## src/rtl/spi_os_pkg.sv

```systemverilog
package spi_os_pkg;

  // Bit positions of the external lines inside the synchroniser bundle.
  localparam int LINE_SCK  = 0;
  localparam int LINE_CSN  = 1;
  localparam int LINE_MOSI = 2;
  localparam int LINE_CNT  = 3;

  // True when a bit counter sits on the final bit of a word.
  function automatic logic is_last(input int unsigned cnt, input int unsigned width);
    return cnt == width - 1;
  endfunction

endpackage

```

## src/rtl/spi_os_sync.sv

```systemverilog
module spi_os_sync #(
  parameter int LINES  = 3,
  parameter int STAGES = 2,
  parameter logic [LINES-1:0] RST_VAL = '0
) (
  input  logic             clk,
  input  logic             rst,
  input  logic [LINES-1:0] d,
  output logic [LINES-1:0] q
);

  generate
    for (genvar i = 0; i < LINES; i++) begin : g_line
      logic [STAGES-1:0] chain;
      always_ff @(posedge clk) begin
        if (rst) chain <= {STAGES{RST_VAL[i]}};
        else     chain <= {chain[STAGES-2:0], d[i]};
      end
      assign q[i] = chain[STAGES-1];
    end
  endgenerate

endmodule

```

## src/rtl/spi_os_edge.sv

```systemverilog
module spi_os_edge (
  input  logic clk,
  input  logic rst,
  input  logic sck_s,
  input  logic csn_s,
  output logic sck_rise,
  output logic sck_fall,
  output logic sel_start,
  output logic sel_idle
);

  logic sck_q;
  logic csn_q;

  always_ff @(posedge clk) begin
    if (rst) begin
      sck_q <= 1'b0;
      csn_q <= 1'b1;
    end else begin
      sck_q <= sck_s;
      csn_q <= csn_s;
    end
  end

  assign sel_idle  = csn_s;
  assign sck_rise  = sck_s & ~sck_q & ~csn_s;
  assign sck_fall  = ~sck_s & sck_q & ~csn_s;
  assign sel_start = csn_q & ~csn_s;

endmodule

```

## src/rtl/spi_os_rx.sv

```systemverilog
module spi_os_rx #(
  parameter int W = 8
) (
  input  logic         clk,
  input  logic         rst,
  input  logic         sel_idle,
  input  logic         sck_rise,
  input  logic         mosi_s,
  output logic [W-1:0] rx_data,
  output logic         rx_valid
);
  import spi_os_pkg::*;

  localparam int CW = (W > 1) ? $clog2(W) : 1;

  logic [CW-1:0] bit_cnt;
  logic [W-1:0]  shreg;
  logic [W-1:0]  next_word;

  assign next_word = {shreg[W-2:0], mosi_s};

  always_ff @(posedge clk) begin
    if (rst) begin
      bit_cnt  <= '0;
      shreg    <= '0;
      rx_data  <= '0;
      rx_valid <= 1'b0;
    end else begin
      rx_valid <= 1'b0;
      if (sel_idle) begin
        bit_cnt <= '0;
      end else if (sck_rise) begin
        shreg <= next_word;
        if (is_last(32'(bit_cnt), W)) begin
          bit_cnt  <= '0;
          rx_data  <= next_word;
          rx_valid <= 1'b1;
        end else begin
          bit_cnt <= bit_cnt + 1'b1;
        end
      end
    end
  end

endmodule

```

## src/rtl/spi_os_tx.sv

```systemverilog
module spi_os_tx #(
  parameter int W = 8
) (
  input  logic         clk,
  input  logic         rst,
  input  logic         sel_idle,
  input  logic         sel_start,
  input  logic         sck_fall,
  input  logic [W-1:0] tx_data,
  input  logic         tx_valid,
  output logic         tx_ready,
  output logic         tx_load,
  output logic         miso
);
  import spi_os_pkg::*;

  localparam int CW = (W > 1) ? $clog2(W) : 1;

  logic [W-1:0]  hold;
  logic          busy;
  logic          owned;
  logic [W-1:0]  shreg;
  logic [CW-1:0] bit_cnt;
  logic          accept;
  logic          last_fall;

  assign accept    = tx_valid & ~busy;
  assign last_fall = sck_fall & is_last(32'(bit_cnt), W);
  assign tx_load   = sel_start | last_fall;
  assign tx_ready  = ~busy;
  assign miso      = shreg[W-1];

  always_ff @(posedge clk) begin
    if (rst) begin
      hold    <= '0;
      busy    <= 1'b0;
      owned   <= 1'b0;
      shreg   <= '0;
      bit_cnt <= '0;
    end else begin
      if (sel_idle) begin
        shreg   <= '0;
        bit_cnt <= '0;
        if (owned) begin
          busy  <= 1'b0;
          owned <= 1'b0;
        end
      end else if (tx_load) begin
        bit_cnt <= '0;
        if (owned) begin
          busy  <= 1'b0;
          owned <= 1'b0;
          shreg <= '0;
        end else if (busy) begin
          shreg <= hold;
          owned <= 1'b1;
        end else begin
          shreg <= '0;
        end
      end else if (sck_fall) begin
        shreg   <= {shreg[W-2:0], 1'b0};
        bit_cnt <= bit_cnt + 1'b1;
      end
      if (accept) begin
        hold <= tx_data;
        busy <= 1'b1;
      end
    end
  end

endmodule

```

## src/rtl/spi_os_slave.sv

```systemverilog
module spi_os_slave #(
  parameter int W           = 8,
  parameter int SYNC_STAGES = 2
) (
  input  logic         clk,
  input  logic         rst,
  input  logic         sck_i,
  input  logic         csn_i,
  input  logic         mosi_i,
  output logic         miso_o,
  input  logic [W-1:0] tx_data_i,
  input  logic         tx_valid_i,
  output logic         tx_ready_o,
  output logic [W-1:0] rx_data_o,
  output logic         rx_valid_o
);
  import spi_os_pkg::*;

  localparam logic [LINE_CNT-1:0] IDLE_LEVELS = LINE_CNT'(1) << LINE_CSN;

  logic [LINE_CNT-1:0] raw_lines;
  logic [LINE_CNT-1:0] sync_lines;
  logic sck_rise;
  logic sck_fall;
  logic sel_start;
  logic cs_idle;
  logic tx_load;

  always_comb begin
    raw_lines            = '0;
    raw_lines[LINE_SCK]  = sck_i;
    raw_lines[LINE_CSN]  = csn_i;
    raw_lines[LINE_MOSI] = mosi_i;
  end

  spi_os_sync #(.LINES(LINE_CNT), .STAGES(SYNC_STAGES), .RST_VAL(IDLE_LEVELS)) u_sync (
    .clk(clk), .rst(rst), .d(raw_lines), .q(sync_lines)
  );

  spi_os_edge u_edge (
    .clk(clk), .rst(rst),
    .sck_s(sync_lines[LINE_SCK]), .csn_s(sync_lines[LINE_CSN]),
    .sck_rise(sck_rise), .sck_fall(sck_fall),
    .sel_start(sel_start), .sel_idle(cs_idle)
  );

  spi_os_rx #(.W(W)) u_rx (
    .clk(clk), .rst(rst), .sel_idle(cs_idle), .sck_rise(sck_rise),
    .mosi_s(sync_lines[LINE_MOSI]), .rx_data(rx_data_o), .rx_valid(rx_valid_o)
  );

  spi_os_tx #(.W(W)) u_tx (
    .clk(clk), .rst(rst), .sel_idle(cs_idle), .sel_start(sel_start),
    .sck_fall(sck_fall), .tx_data(tx_data_i), .tx_valid(tx_valid_i),
    .tx_ready(tx_ready_o), .tx_load(tx_load), .miso(miso_o)
  );

endmodule

```

## config.mk

```make
export PLATFORM = sky130hd
export DESIGN_NAME = spi_os_slave
export DESIGN_NICKNAME = d
export VERILOG_FILES = /design/src/rtl/spi_os_pkg.sv /design/src/rtl/spi_os_sync.sv /design/src/rtl/spi_os_edge.sv /design/src/rtl/spi_os_rx.sv /design/src/rtl/spi_os_tx.sv /design/src/rtl/spi_os_slave.sv
export SDC_FILE = /design/constraint.sdc
export NUM_CORES = 1
export LEC_CHECK = 0
export BUFFER_PORTS_ARGS = -buffer_cell sky130_fd_sc_hd__buf_2
export CORE_ASPECT_RATIO = 1.75
export CORE_MARGIN = 4
export CORE_UTILIZATION = 38
export DETAILED_ROUTE_END_ITERATION = 10
export GPL_ROUTABILITY_DRIVEN = 1
export PLACE_DENSITY = 0.66
export RECOVER_POWER = 100
export SYNTH_ARGS = -nofsm -noshare
export SYNTH_HDL_FRONTEND = slang
export SYNTH_SLANG_ARGS = --single-unit
```

## constraint.sdc

```tcl
create_clock -name clk -period 1.4 [get_ports clk]
set_input_delay 0.28 -clock clk [delete_from_list [all_inputs] [get_ports clk]]
set_output_delay 0.28 -clock clk [all_outputs]
set_load 0.005 [all_outputs]
```

==> results of run 1 <==
## layout make-up
class / instances / share of cell area (%)
timing repair buffer: 32 / 7.67
clock buffer: 5 / 3.22
multi-input combinational: 132 / 38.7
clock inverter: 3 / 1.99
sequential: 48 / 44.9
inverter: 3 / 0.527
tap: 51 / 2.98
## cell families after synthesis
logic type	share of synthesized area (%)
AO/OA/AOI/OAI	10.7
XOR/XNOR	0.486
adder cells (fa/ha/maj)	2.78
buffers and inverters	2.64
flip-flops	53.3
multiplexers	10.5
AND/OR/NAND/NOR	19.6
## synth_stat cells, drive strengths merged
master / count
a21o: 2
o21ai: 9
nor2b: 6
nor3b: 1
nand2b: 3
buf: 4
inv: 3
a21oi: 12
clkbuf: 3
o21a: 1
a31oi: 7
xnor2: 1
nor2: 26
nand2: 26
or2: 3
nand4: 1
nand3: 7
and2: 1
mux2i: 19
o211a: 1
dfxtp: 48
ha: 4
nor3: 1
and2b: 1
## worst max-delay path, stage by stage (launching register included)
cell	delay [ns]
dfxtp_1	0.33
ha_2	0.20
ha_4	0.17
a21o_1	0.20
o211a_1	0.21
nor3_2	0.14
## power by group through the flow
stage	Sequential (uW)	Combinational, uW	Clock [uW]
2_1_floorplan	1440	81.9	0
3_3_place_gp	1440	129	0
3_5_place_dp	1440	130	0
4_1_cts	1410	131	1010
5_1_grt	1410	145	1060
6_report	1410	129	983
## metrics by stage
step / area (sq um) / hold slack [ns] / setup slack, ns / std cells / total power, uW
after global routing: 2140 / 0.162 / 0.00562 / 274 / 2620
after global placement: 2000 / 0.400 / 0.0805 / 265 / 1570
after CTS: 2110 / 0.159 / 0.0110 / 273 / 2550
after detailed placement: 2000 / 0.393 / 0.0547 / 265 / 1570
after floorplan: 1800 / 0.352 / 0.113 / 190 / 1520
final: 2140 / 0.164 / 0.0607 / 274 / 2520
## state kept, by name (all words and copies together) (netlist names), 3 cells and up
signal	cells
u_tx.hold	8
u_rx.bit_cnt	3
u_sync.g_line.chain	6
u_tx.shreg	8
u_rx.rx_data	8
u_rx.shreg	7
u_tx.bit_cnt	3
## how the worst max path moves through the flow
stage / end / slack (ns) / depth (start not counted)
after floorplan: u_tx.busy / 0.11 / 5
after global placement: u_tx.busy / 0.08 / 5
after detailed placement: u_tx.busy / 0.05 / 5
after CTS: u_tx.busy / 0.01 / 5
after global routing: u_tx.busy / 0.006 / 5
final: u_tx.busy / 0.06 / 5
## layer usage
| metal | track usage, % | vias to the layer above |
|---|---|---|
| met4 | 5.97 | 0 |
| met3 | 3.51 | 8 |
| li1 | - | 707 |
| met2 | 20.9 | 23 |
| met5 | 0 | - |
| met1 | 15.0 | 637 |
## repair_timing
item | in CTS | in global routing
gates resized for setup | 0 | 9
endpoints found under the setup margin | 0 | 19
buffers inserted | 0 | 1
==> impl_results.md, run 1 <==
* Status: finished, final reports clean
* CTS max path bufs at 2
* Final Hold Violating Endpoints at 0
* Reg clk slew, reported paths at 0.09 ns
* Initial antenna violation count at 0
* Initial core utilization at 40.2%
* CP Launch Point: u_tx.bit_cnt[0]
* Fin crit period at 1.34 ns
* R2R Setup Slk at 0.06 ns
* Period utilization at 95.7%
* Worst r2r src: u_tx.bit_cnt[0]
* Final number of setup-violating endpoints at 0
* Largest net degree at the start of global routing at 30
* CP Data Arrival Time at 1.56 ns
* Hold depth at 2
* Max Clk Rate at 0.747 GHz
* Tightest Hold Check Type: input port to flop
* Mean Syn Cell Area at 9.49 sq um
* Clock power frac at 39.0%
* Routed Antenna Nets at 0
* WS Path Type: flop to flop
* Routed wire length at 3.44 mm
* Slew Limit Fails at 0
* Ratio of cells with drive above 1 in the final layout at 22.0%
* Internal power at 1980 uW
* DR WL met3 at 142 microns
* First-pass DRT Iterations at 4
* DR DRC count at 0
* Combinational Power Share at 5.1%
* Required time of the critical path at 1.62 ns
* Die area at 0.00595 sq mm
* Net Sw Frac at 21.5%
* Kind of end point of the critical path: flop
* Top Layer Used: met4
* Hold Path Origin: csn_i
* Vias at 1,375
* Max rail drop VDD at 0.859 mV
* Via density at 5.02
* Power Dens Cells at 1180 mW/mm^2
* Antenna diodes at 0
* Leakage at 0.000816 uW
* Clock root buffer: clkbuf_8
* Starting DRT DRC Count at 31
* Post-synth top area cell: dfxtp_1
* Commonest non-fill, non-tap cell in the layout: dfxtp_1
* Synth warnings at 0
* Reg area at 961 sq um
* TritonCTS clock tree: yes
* Syn_nets at 208
* Yosys top cell area share at 53.3%
* Post-synthesis cell area at 0.00180 sq mm
* Setup Skew at 0.00842 ns
* Clk_lat worst skew at 0.30 ns
* First-pass GRT wire length at 5.93 mm
* CP max FO at 3
* CTS Hold Bufs at 0
* Filler cells at 445
* Worst r2r dst: u_tx.busy
* Core region area at 0.00448 sq mm
* Die height at 99.1 microns
* Worst Hold Path EP: u_sync.g_line[1].chain[0]
* Vias in the first global route at 1,358
* Setup tns final at 0 ns
* Switching pwr at 542 uW
* Nets at 240
* Most frequent cells in the layout: dfxtp_1 (48), nor2_1 (26), nand2_1 (25), mux2i_1 (19), buf_2 (18)
* Total grt overflow at 0
* Synth area leaders: dfxtp_1 (53%), mux2i_1 (11%), nand2_1 (5.4%), nor2_1 (5.2%), ha_1 (2.8%)
* Max_slew headroom at 60.0%
* Seq pwr share at 55.9%
* Met2 wire len at 1.80 mm
* RSZ-0062 raised after global routing: no
* Dpl hpwl at 2.44 mm
* FF-to-FF path depth at 5
* Multi-input logic area at 827 sq um
* Total CTS buffers at 5
* Post-synthesis register bit count at 48
* CP Launch Type: flop
* M1 WL at 1.40 mm
* Area delta synth->final at 18.6%
* RD Place Congestion at 0.705
* Gr usage total at 12.8%
* Die extent in x at 60.1 microns
* Clock Sinks at 48
* Num ports at 25
* Gate Count Post-Synth at 190
* Max_cap viols at 0
* WL/cell at 12.6 microns
* Distinct cells, synth at 29
* Std-Cell Rows at 32
* Register area share after synthesis at 53.3%
* Post-layout util at 47.7%
* H-tree level count at 2
* # port buffers at 24
* Worst-margin pin slew at 0.599 ns
Note: power is estimated with default switching activity, not from simulation.
==> run 2, diff against run 1 <==
--- a/config.mk
+++ b/config.mk
@@ -11,8 +11,10 @@
 export CORE_UTILIZATION = 38
 export DETAILED_ROUTE_END_ITERATION = 10
 export GPL_ROUTABILITY_DRIVEN = 1
-export PLACE_DENSITY = 0.66
+export PLACE_DENSITY = 0.65
 export RECOVER_POWER = 100
+export SLEW_MARGIN = 10
 export SYNTH_ARGS = -nofsm -noshare
 export SYNTH_HDL_FRONTEND = slang
+export SYNTH_HIERARCHICAL = 1
 export SYNTH_SLANG_ARGS = --single-unit
==> run 2 against run 1 <==
Non-clock buffer count increased by 12. Power increased by 1.5%. Die area increased by 5.8%. Count of clock-buffer cells in the layout increased by 1. Area after synthesis increased by 6.5%. Combinational power decreased by 3%. Maximum frequency decreased by 3.7%. Register-to-register slack got worse by 0.05 ns. Worst hold slack got worse by 0.0010 ns. Critical path type unchanged. Utilization decreased by 0.19 points. Flip-flop and latch count unchanged.
==> impl_results.md, run 2 <==
* Status: finished, final reports clean (unchanged)
* Fin crit period at 1.39 ns (was 1.34 ns)
* Dpl hpwl at 2.59 mm (was 2.44 mm)
* First-pass DRT Iterations at 4 (unchanged)
* Area delta synth->final at 22.1% (was 18.6%)
* Core region area at 0.00493 sq mm (was 0.00448 sq mm)
* FF-to-FF path depth at 6 (was 5)
* Max rail drop VDD at 1.05 mV (was 0.859 mV)
* H-tree level count at 2 (unchanged)
* RSZ-0062 raised after global routing: yes (was no)
* Period utilization at 99.3% (was 95.7%)
* Starting DRT DRC Count at 18 (was 31)
* Setup Skew at 0.0107 ns (was 0.00842 ns)
* Hold WS at 0.163 ns (was 0.164 ns)
* Std-Cell Rows at 34 (was 32)
* Tightest Hold Check Type: input port to flop (unchanged)
* Nets at 246 (was 240)
* Commonest cells in the synthesized netlist: dfxtp_1 (48), nand2_1 (22), mux2i_1 (21), nor2_1 (21), a21oi_2 (8) (was dfxtp_1 (48), nand2_1 (26), nor2_1 (25))
* Worst r2r src: u_tx/bit_cnt[0] (was u_tx.bit_cnt[0])
* Commonest non-fill, non-tap cell in the layout: dfxtp_1 (unchanged)
* Leakage at 0.000971 uW (was 0.000816 uW)
* Power Dens Cells at 1090 mW/mm^2 (was 1180 mW/mm^2)
* Post-synthesis cell area at 0.00192 sq mm (was 0.00180 sq mm)
* Hold depth at 2 (unchanged)
* Top flop regs: u_rx/rx_data x8, u_tx/hold x8, u_tx/shreg x8 (was u_rx.rx_data x8, u_tx.hold x8, u_tx.shreg x8)
* Cell Area, Placed at 0.00214 sq mm (was 0.00200 sq mm)
* Clock Sinks at 48 (unchanged)
* Max_cap viols at 0 (unchanged)
* Worst r2r dst: u_tx/shreg[1] (was u_tx.busy)
* Most common cell in the netlist: dfxtp_1 (unchanged)
* Post-layout util at 47.5% (was 47.7%)
* Clock root buffer: clkbuf_8 (unchanged)
* Hold Path Origin: csn_i (unchanged)
* Die extent in x at 61.7 microns (was 60.1 microns)
* Reg clk slew, reported paths at 0.09 ns (about the same)
* First-pass GRT wire length at 6.04 mm (was 5.93 mm)
* Routed Antenna Nets at 0 (unchanged)
* TritonCTS clock tree: yes (unchanged)
* Required time of the critical path at 1.59 ns (was 1.62 ns)
* Vias at 1,368 (was 1,375)
* WL/cell at 12.5 microns (was 12.6 microns)
* Main synth FF type: dfxtp_1 (unchanged)
* Worst Hold Path EP: u_sync/g_line[1].chain[0] (was u_sync.g_line[1].chain[0])
* Max Clk Rate at 0.719 GHz (was 0.747 GHz)
* Post-synthesis register bit count at 48 (unchanged)
* WS Path Type: flop to flop (unchanged)
* Final number of setup-violating endpoints at 0 (unchanged)
* Max_slew headroom at 51.5% (was 60.0%)
* Most frequent cells in the layout: dfxtp_1 (45), buf_2 (23), nand2_1 (22), nor2_1 (21), mux2i_1 (20) (was dfxtp_1 (48), nor2_1 (26), nand2_1 (25), mux2i_1 (19), buf_2 (18))
* CP Data Arrival Time at 1.58 ns (was 1.56 ns)
* Antenna diodes at 0 (unchanged)
* Post-synth top area cell: dfxtp_1 (unchanged)
* CTS max path bufs at 2 (unchanged)
* Synth warnings at 6 (was 0)
* Distinct cells, synth at 32 (was 29)
* Final Hold Violating Endpoints at 0 (unchanged)
* Gr usage total at 12.8% (about the same)
* Largest net degree at the start of global routing at 34 (was 30)
* Initial antenna violation count at 0 (unchanged)
* CTS Hold Bufs at 0 (unchanged)
* Slew Limit Fails at 0 (unchanged)
* Ratio of cells with drive above 1 in the final layout at 34.9% (was 22.0%)
* Asr flop ratio synth at 0% (unchanged)
* Initial core utilization at 38.9% (was 40.2%)
* DR DRC count at 0 (unchanged)
* Design area at 0.00234 sq mm (was 0.00214 sq mm)
* CP max FO at 6 (was 3)
* Syn_nets at 208 (unchanged)
* Total grt overflow at 0 (unchanged)
* Num ports at 25 (unchanged)
* Die height at 102 microns (was 99.1 microns)
* Gate Count Post-Synth at 190 (unchanged)
* Total CTS buffers at 5 (unchanged)
* Clk_lat worst skew at 0.30 ns (about the same)
* # port buffers at 24 (unchanged)
* Mean Syn Cell Area at 10.1 sq um (was 9.49 sq um)
* Yosys top cell area share at 50.1% (was 53.3%)
* Die area at 0.00630 sq mm (was 0.00595 sq mm)
* RD Place Congestion at 0.770 (was 0.705)
* R2R Setup Slk at 0.01 ns (was 0.06 ns)
* Number of synthesized flops with an enable pin at 0 (unchanged)
* Filler cells at 487 (was 445)
* Via density at 4.83 (was 5.02)
* Synth area leaders: dfxtp_1 (50%), mux2i_1 (11%), nand2_1 (4.3%), nor2_1 (4.1%), a21oi_2 (3.7%) (was dfxtp_1 (53%), mux2i_1 (11%), nand2_1 (5.4%), nor2_1 (5.2%), ha_1 (2.8%))
* CP Launch Type: flop (unchanged)
* Register area share after synthesis at 50.1% (was 53.3%)
* Vias in the first global route at 1,393 (was 1,358)
* Worst-margin pin slew at 0.728 ns (was 0.599 ns)
* Kind of end point of the critical path: flop (unchanged)
* Routed wire length at 3.53 mm (was 3.44 mm)
==> run 2: changes by cell type in the layout (fill, tap and decap cells not counted), sizes merged, moves of 4 or more <==
cell and change:
nor2 -4, o21ai -9, buf +18, a31o +4, inv +4, o22ai +4
clkbuf -5, a32o +4, nor3 +7, nand2 -4, nand3 -7, a31oi -7
==> run 2: critical path: stages, from the launching register on <==
cell,delay [ns]
dfxtp_2,0.34
ha_4,0.16
ha_4,0.16
a21oi_4,0.19
nor3_4,0.06
buf_6,0.13
a32o_1,0.24
==> run 2: final cells by class <==
class / instances / area [sq um] / area share, %
Tap cell: 54 / 67.6 / 2.88
Timing Repair Buffer: 44 / 274 / 11.7
Clock buffer: 6 / 82.6 / 3.52
Inverter: 7 / 26.3 / 1.12
Clock inverter: 2 / 38.8 / 1.66
Multi-Input combinational cell: 122 / 890 / 38.0
Sequential cell: 48 / 965 / 41.2
==> run 2: worst max path at each step <==
| stage | from | endpoint | slack, ns | cells after the start |
|---|---|---|---|---|
| global placement | u_tx/bit_cnt[0] | u_tx/shreg[5] | -0.05 | 6 |
| global route | u_tx/bit_cnt[0] | u_tx/shreg[1] | -0.05 | 6 |
| finish | u_tx/bit_cnt[0] | u_tx/shreg[1] | 0.01 | 6 |
| CTS | u_tx/bit_cnt[0] | u_tx/shreg[1] | -0.001 | 6 |
| floorplan | u_tx/bit_cnt[0] | u_tx/busy | 0.005 | 6 |
| detailed placement | u_tx/bit_cnt[0] | u_tx/shreg[1] | -0.1 | 6 |
==> run 2: timing repair <==
| action | CTS | global route |
|---|---|---|
| hold endpoints to repair | 0 | 0 |
| pin swaps | 1 | 3 |
| endpoints found under the setup margin | 25 | 24 |
| gates resized for setup | 10 | 5 |
| buffers inserted | 4 | 0 |
==> run 2: kinds of logic after synthesis <==
kind of cell | count (synthesis) | synth area share [%]
DFF | 48 | 50.1
xor gates and xnor gates | 1 | 0.456
and+or+nand+nor | 71 | 18.4
AOI/OAI and AO/OA | 25 | 11.3
muxes | 21 | 11.0
adders and majority gates | 4 | 2.61
buffers and inverters | 20 | 6.19
==> run 2: power breakdown <==
| group | internal, uW | switching [uW] | total [uW] |
|---|---|---|---|
| sequential | 1390 | 14.7 | 1400 |
| combinational | 60.0 | 65.4 | 125 |
| clock | 584 | 447 | 1030 |
| total | 2030 | 527 | 2560 |
==> run 2: metrics by stage <==
step	TNS, ns	total power [uW]	setup WS, ns	cells
2_1_floorplan	0	1510	0.00511	190
3_3_place_gp	-0.386	1560	-0.0481	271
3_5_place_dp	-0.879	1560	-0.0989	271
4_1_cts	-0.00122	2610	-0.00122	283
5_1_grt	-0.297	2670	-0.0487	283
6_report	0	2560	0.00992	283
==> run 2: routing by layer <==
metal  wire, microns  GRT usage (%)  vias to the layer above
met2            1910           21.3                       27
met3             134           3.29                       11
met5               0              0                        -
met1            1360           13.9                      618
li1                -              -                      712
met4             125           8.01                        0
==> run 3, diff against run 2 <==
--- a/config.mk
+++ b/config.mk
@@ -11,9 +11,8 @@
 export CORE_UTILIZATION = 38
 export DETAILED_ROUTE_END_ITERATION = 10
 export GPL_ROUTABILITY_DRIVEN = 1
-export PLACE_DENSITY = 0.65
 export RECOVER_POWER = 100
-export SLEW_MARGIN = 10
+export SLEW_MARGIN = 20
 export SYNTH_ARGS = -nofsm -noshare
 export SYNTH_HDL_FRONTEND = slang
 export SYNTH_HIERARCHICAL = 1
==> run 3 against run 2 <==
Critical path depth is the same. Non-clock buffer count shrank 2. Sequential power is essentially flat. Register-to-register slack gained 0.02 ns. Sequential share of layout area grew 0.072 points. Final cell count shrank 0.71%. Global-route usage shrank 0.45 points. Clock skew is essentially flat. Via count grew 1.8%.
==> impl_results.md, run 3 (same netlist as run 2, synthesis figures left out) <==
* Filler cells at 480 (was 487)
* Multi-input logic area at 922 sq um (was 890 sq um)
* Worst r2r dst: u_tx/shreg[3] (was u_tx/shreg[1])
* Commonest non-fill, non-tap cell in the layout: dfxtp_1 (unchanged)
* Worst Hold Path EP: u_sync/g_line[1].chain[0] (unchanged)
* Reg area at 968 sq um (was 965 sq um)
* Total grt overflow at 0 (unchanged)
* CTS max path bufs at 2 (unchanged)
* Largest net degree at the start of global routing at 21 (was 34)
* Via density at 4.95 (was 4.83)
* Hold Path Origin: csn_i (unchanged)
* Slew Limit Fails at 0 (unchanged)
* Vias at 1,392 (was 1,368)
* Post-route setup slack at 0.0281 ns (was 0.00992 ns)
* Final Hold Violating Endpoints at 0 (unchanged)
* Max_cap viols at 0 (unchanged)
* Routed Antenna Nets at 0 (unchanged)
* Power Dens Cells at 1010 mW/mm^2 (was 1090 mW/mm^2)
* Clock Sinks at 48 (unchanged)
* Die height at 102 microns (unchanged)
* WS Path Type: flop to flop (unchanged)
* Clk_lat worst skew at 0.30 ns (about the same)
* Area delta synth->final at 22.4% (was 22.1%)
* Clock power frac at 35.3% (was 40.3%)
* Setup Skew at 0.0111 ns (was 0.0107 ns)
* CTS Hold Bufs at 0 (unchanged)
* R2R Setup Slk at 0.03 ns (was 0.01 ns)
* Max rail drop VDD at 0.787 mV (was 1.05 mV)
* Net Sw Frac at 21.8% (was 20.6%)
* Status: finished, final reports clean (unchanged)
* Num ports at 25 (unchanged)
* Routed wire length at 3.58 mm (was 3.53 mm)
* Internal power at 1850 uW (was 2030 uW)
* Hold depth at 2 (unchanged)
* RD Place Congestion at 0.767 (was 0.770)
* CP Data Arrival Time at 1.56 ns (was 1.58 ns)
* Dpl hpwl at 2.60 mm (was 2.59 mm)
* Setup Slack @ Placement at -0.0938 ns (was -0.0989 ns)
* DR DRC count at 0 (unchanged)
* WL/cell at 12.7 microns (was 12.5 microns)
* Critical Path Slowest Stage Cell: dfxtp_2 (unchanged)
* Initial antenna violation count at 0 (unchanged)
* Hold WS at 0.155 ns (was 0.163 ns)
* Nets at 244 (was 246)
* CP Launch Type: flop (unchanged)
* Gr usage total at 12.4% (was 12.8%)
* Seq pwr share at 59.5% (was 54.8%)
* Most frequent CP cell: ha_4 (unchanged)
* Post-layout util at 47.6% (was 47.5%)
* FF-to-FF path depth at 6 (unchanged)
* Total CTS buffers at 5 (unchanged)
* Max_slew headroom at 80.5% (was 51.5%)
* CP max FO at 4 (was 6)
* Die extent in x at 61.7 microns (unchanged)
* H-tree level count at 2 (unchanged)
* TritonCTS clock tree: yes (unchanged)
* Die area at 0.00630 sq mm (unchanged)
* Final number of setup-violating endpoints at 0 (unchanged)
* Most frequent cells in the layout: dfxtp_1 (42), nand2_1 (22), nor2_1 (21), mux2i_1 (21), buf_2 (19) (was dfxtp_1 (45), buf_2 (23), nand2_1 (22), nor2_1 (21), mux2i_1 (20))
* Clock root buffer: clkbuf_8 (unchanged)
* Fin crit period at 1.37 ns (was 1.39 ns)
* Period utilization at 98.0% (was 99.3%)
* Top flop regs: u_rx/rx_data x8, u_tx/hold x8, u_tx/shreg x8 (unchanged)
* Core region area at 0.00493 sq mm (unchanged)
* Antenna diodes at 0 (unchanged)
* Max Clk Rate at 0.729 GHz (was 0.719 GHz)
* Cell Chain, Critical Path: ha_4 -> ha_4 -> a21oi_4 -> nor3_4 -> buf_6 -> a31o_4 (was ha_4 -> ha_4 -> a21oi_4 -> nor3_4 -> buf_6 -> a32o_1)
* Vias in the first global route at 1,370 (was 1,393)
* Required time of the critical path at 1.59 ns (about the same)
* Leakage at 0.000945 uW (was 0.000971 uW)
* Starting DRT DRC Count at 53 (was 18)
* RSZ-0062 raised after global routing: yes (unchanged)
* Combinational Power Share at 5.3% (was 4.9%)
* # port buffers at 24 (unchanged)
* Reg clk slew, reported paths at 0.08 ns (was 0.09 ns)
* First-pass DRT Iterations at 4 (unchanged)
* Switching pwr at 515 uW (was 527 uW)
* Tightest Hold Check Type: input port to flop (unchanged)
* CP peak stage delay at 0.34 ns (about the same)
* Std-Cell Rows at 34 (unchanged)
* Worst r2r src: u_tx/bit_cnt[1] (was u_tx/bit_cnt[0])
* Worst-margin pin slew at 0.292 ns (was 0.728 ns)
* Kind of end point of the critical path: flop (unchanged)
* First-pass GRT wire length at 5.90 mm (was 6.04 mm)
* Initial core utilization at 38.9% (unchanged)
* Ratio of cells with drive above 1 in the final layout at 33.5% (was 34.9%)
## run 3: cell type report
type	count	area share (%)
clock buffers	7	3.68
repair buffers	42	11.5
inverters	7	1.12
multi-input cells	122	39.3
clock inverters	1	0.320
flip-flops and latches	48	41.2
well taps	54	2.88
## run 3: critical path: cells and delay by family (launching register included)
family	cells	cell delay, ns
buf+inv	1	0.13
compound gates	2	0.41
simple gates	1	0.07
flops	1	0.34
fa+ha+maj	2	0.32
## run 3: power by group through the flow
stage | registers, uW | logic [uW] | clock network [uW]
after floorplan | 1430 | 81.2 | 0
after global placement | 1440 | 122 | 0
after detailed placement | 1440 | 122 | 0
after CTS | 1410 | 125 | 873
after global routing | 1410 | 140 | 918
final | 1410 | 124 | 834
## run 3: worst max-delay path by stage
stage                    start       endpoint  slack (ns)  cells after the start
3_5_place_dp   u_tx/bit_cnt[0]  u_tx/shreg[1]       -0.09                      6
5_1_grt        u_tx/bit_cnt[1]  u_tx/shreg[6]       -0.02                      6
4_1_cts        u_tx/bit_cnt[1]  u_tx/shreg[1]      -0.006                      6
3_3_place_gp   u_tx/bit_cnt[0]  u_tx/shreg[6]       -0.06                      6
2_1_floorplan  u_tx/bit_cnt[0]      u_tx/busy       0.005                      6
6_report       u_tx/bit_cnt[1]  u_tx/shreg[3]        0.03                      6
## run 3: routing by layer
layer | share of wire, % | GRT usage (%) | up-vias
met5 | 0 | 0 | -
met4 | 1.1 | 3.92 | 0
met3 | 4.0 | 3.03 | 4
met2 | 56 | 22.2 | 21
met1 | 39 | 13.8 | 655
li1 | - | - | 712
## run 3: what timing repair did
| action | in CTS | in global routing |
|---|---|---|
| endpoints found under the setup margin | 11 | 25 |
| buffers inserted | 1 | 6 |
| gates resized for setup | 7 | 16 |
| pin swaps | 3 | 11 |
| hold endpoints to repair | 0 | 0 |
## run 3: stage by stage
step                total power, uW  cells  instance area [sq um]  TNS [ns]
floorplan                      1510    190                   1920         0
global placement               1560    271                   2160    -0.417
detailed placement             1560    271                   2160    -0.706
CTS                            2400    279                   2300   -0.0150
global route                   2470    281                   2350   -0.0454
finish                         2370    281                   2350         0
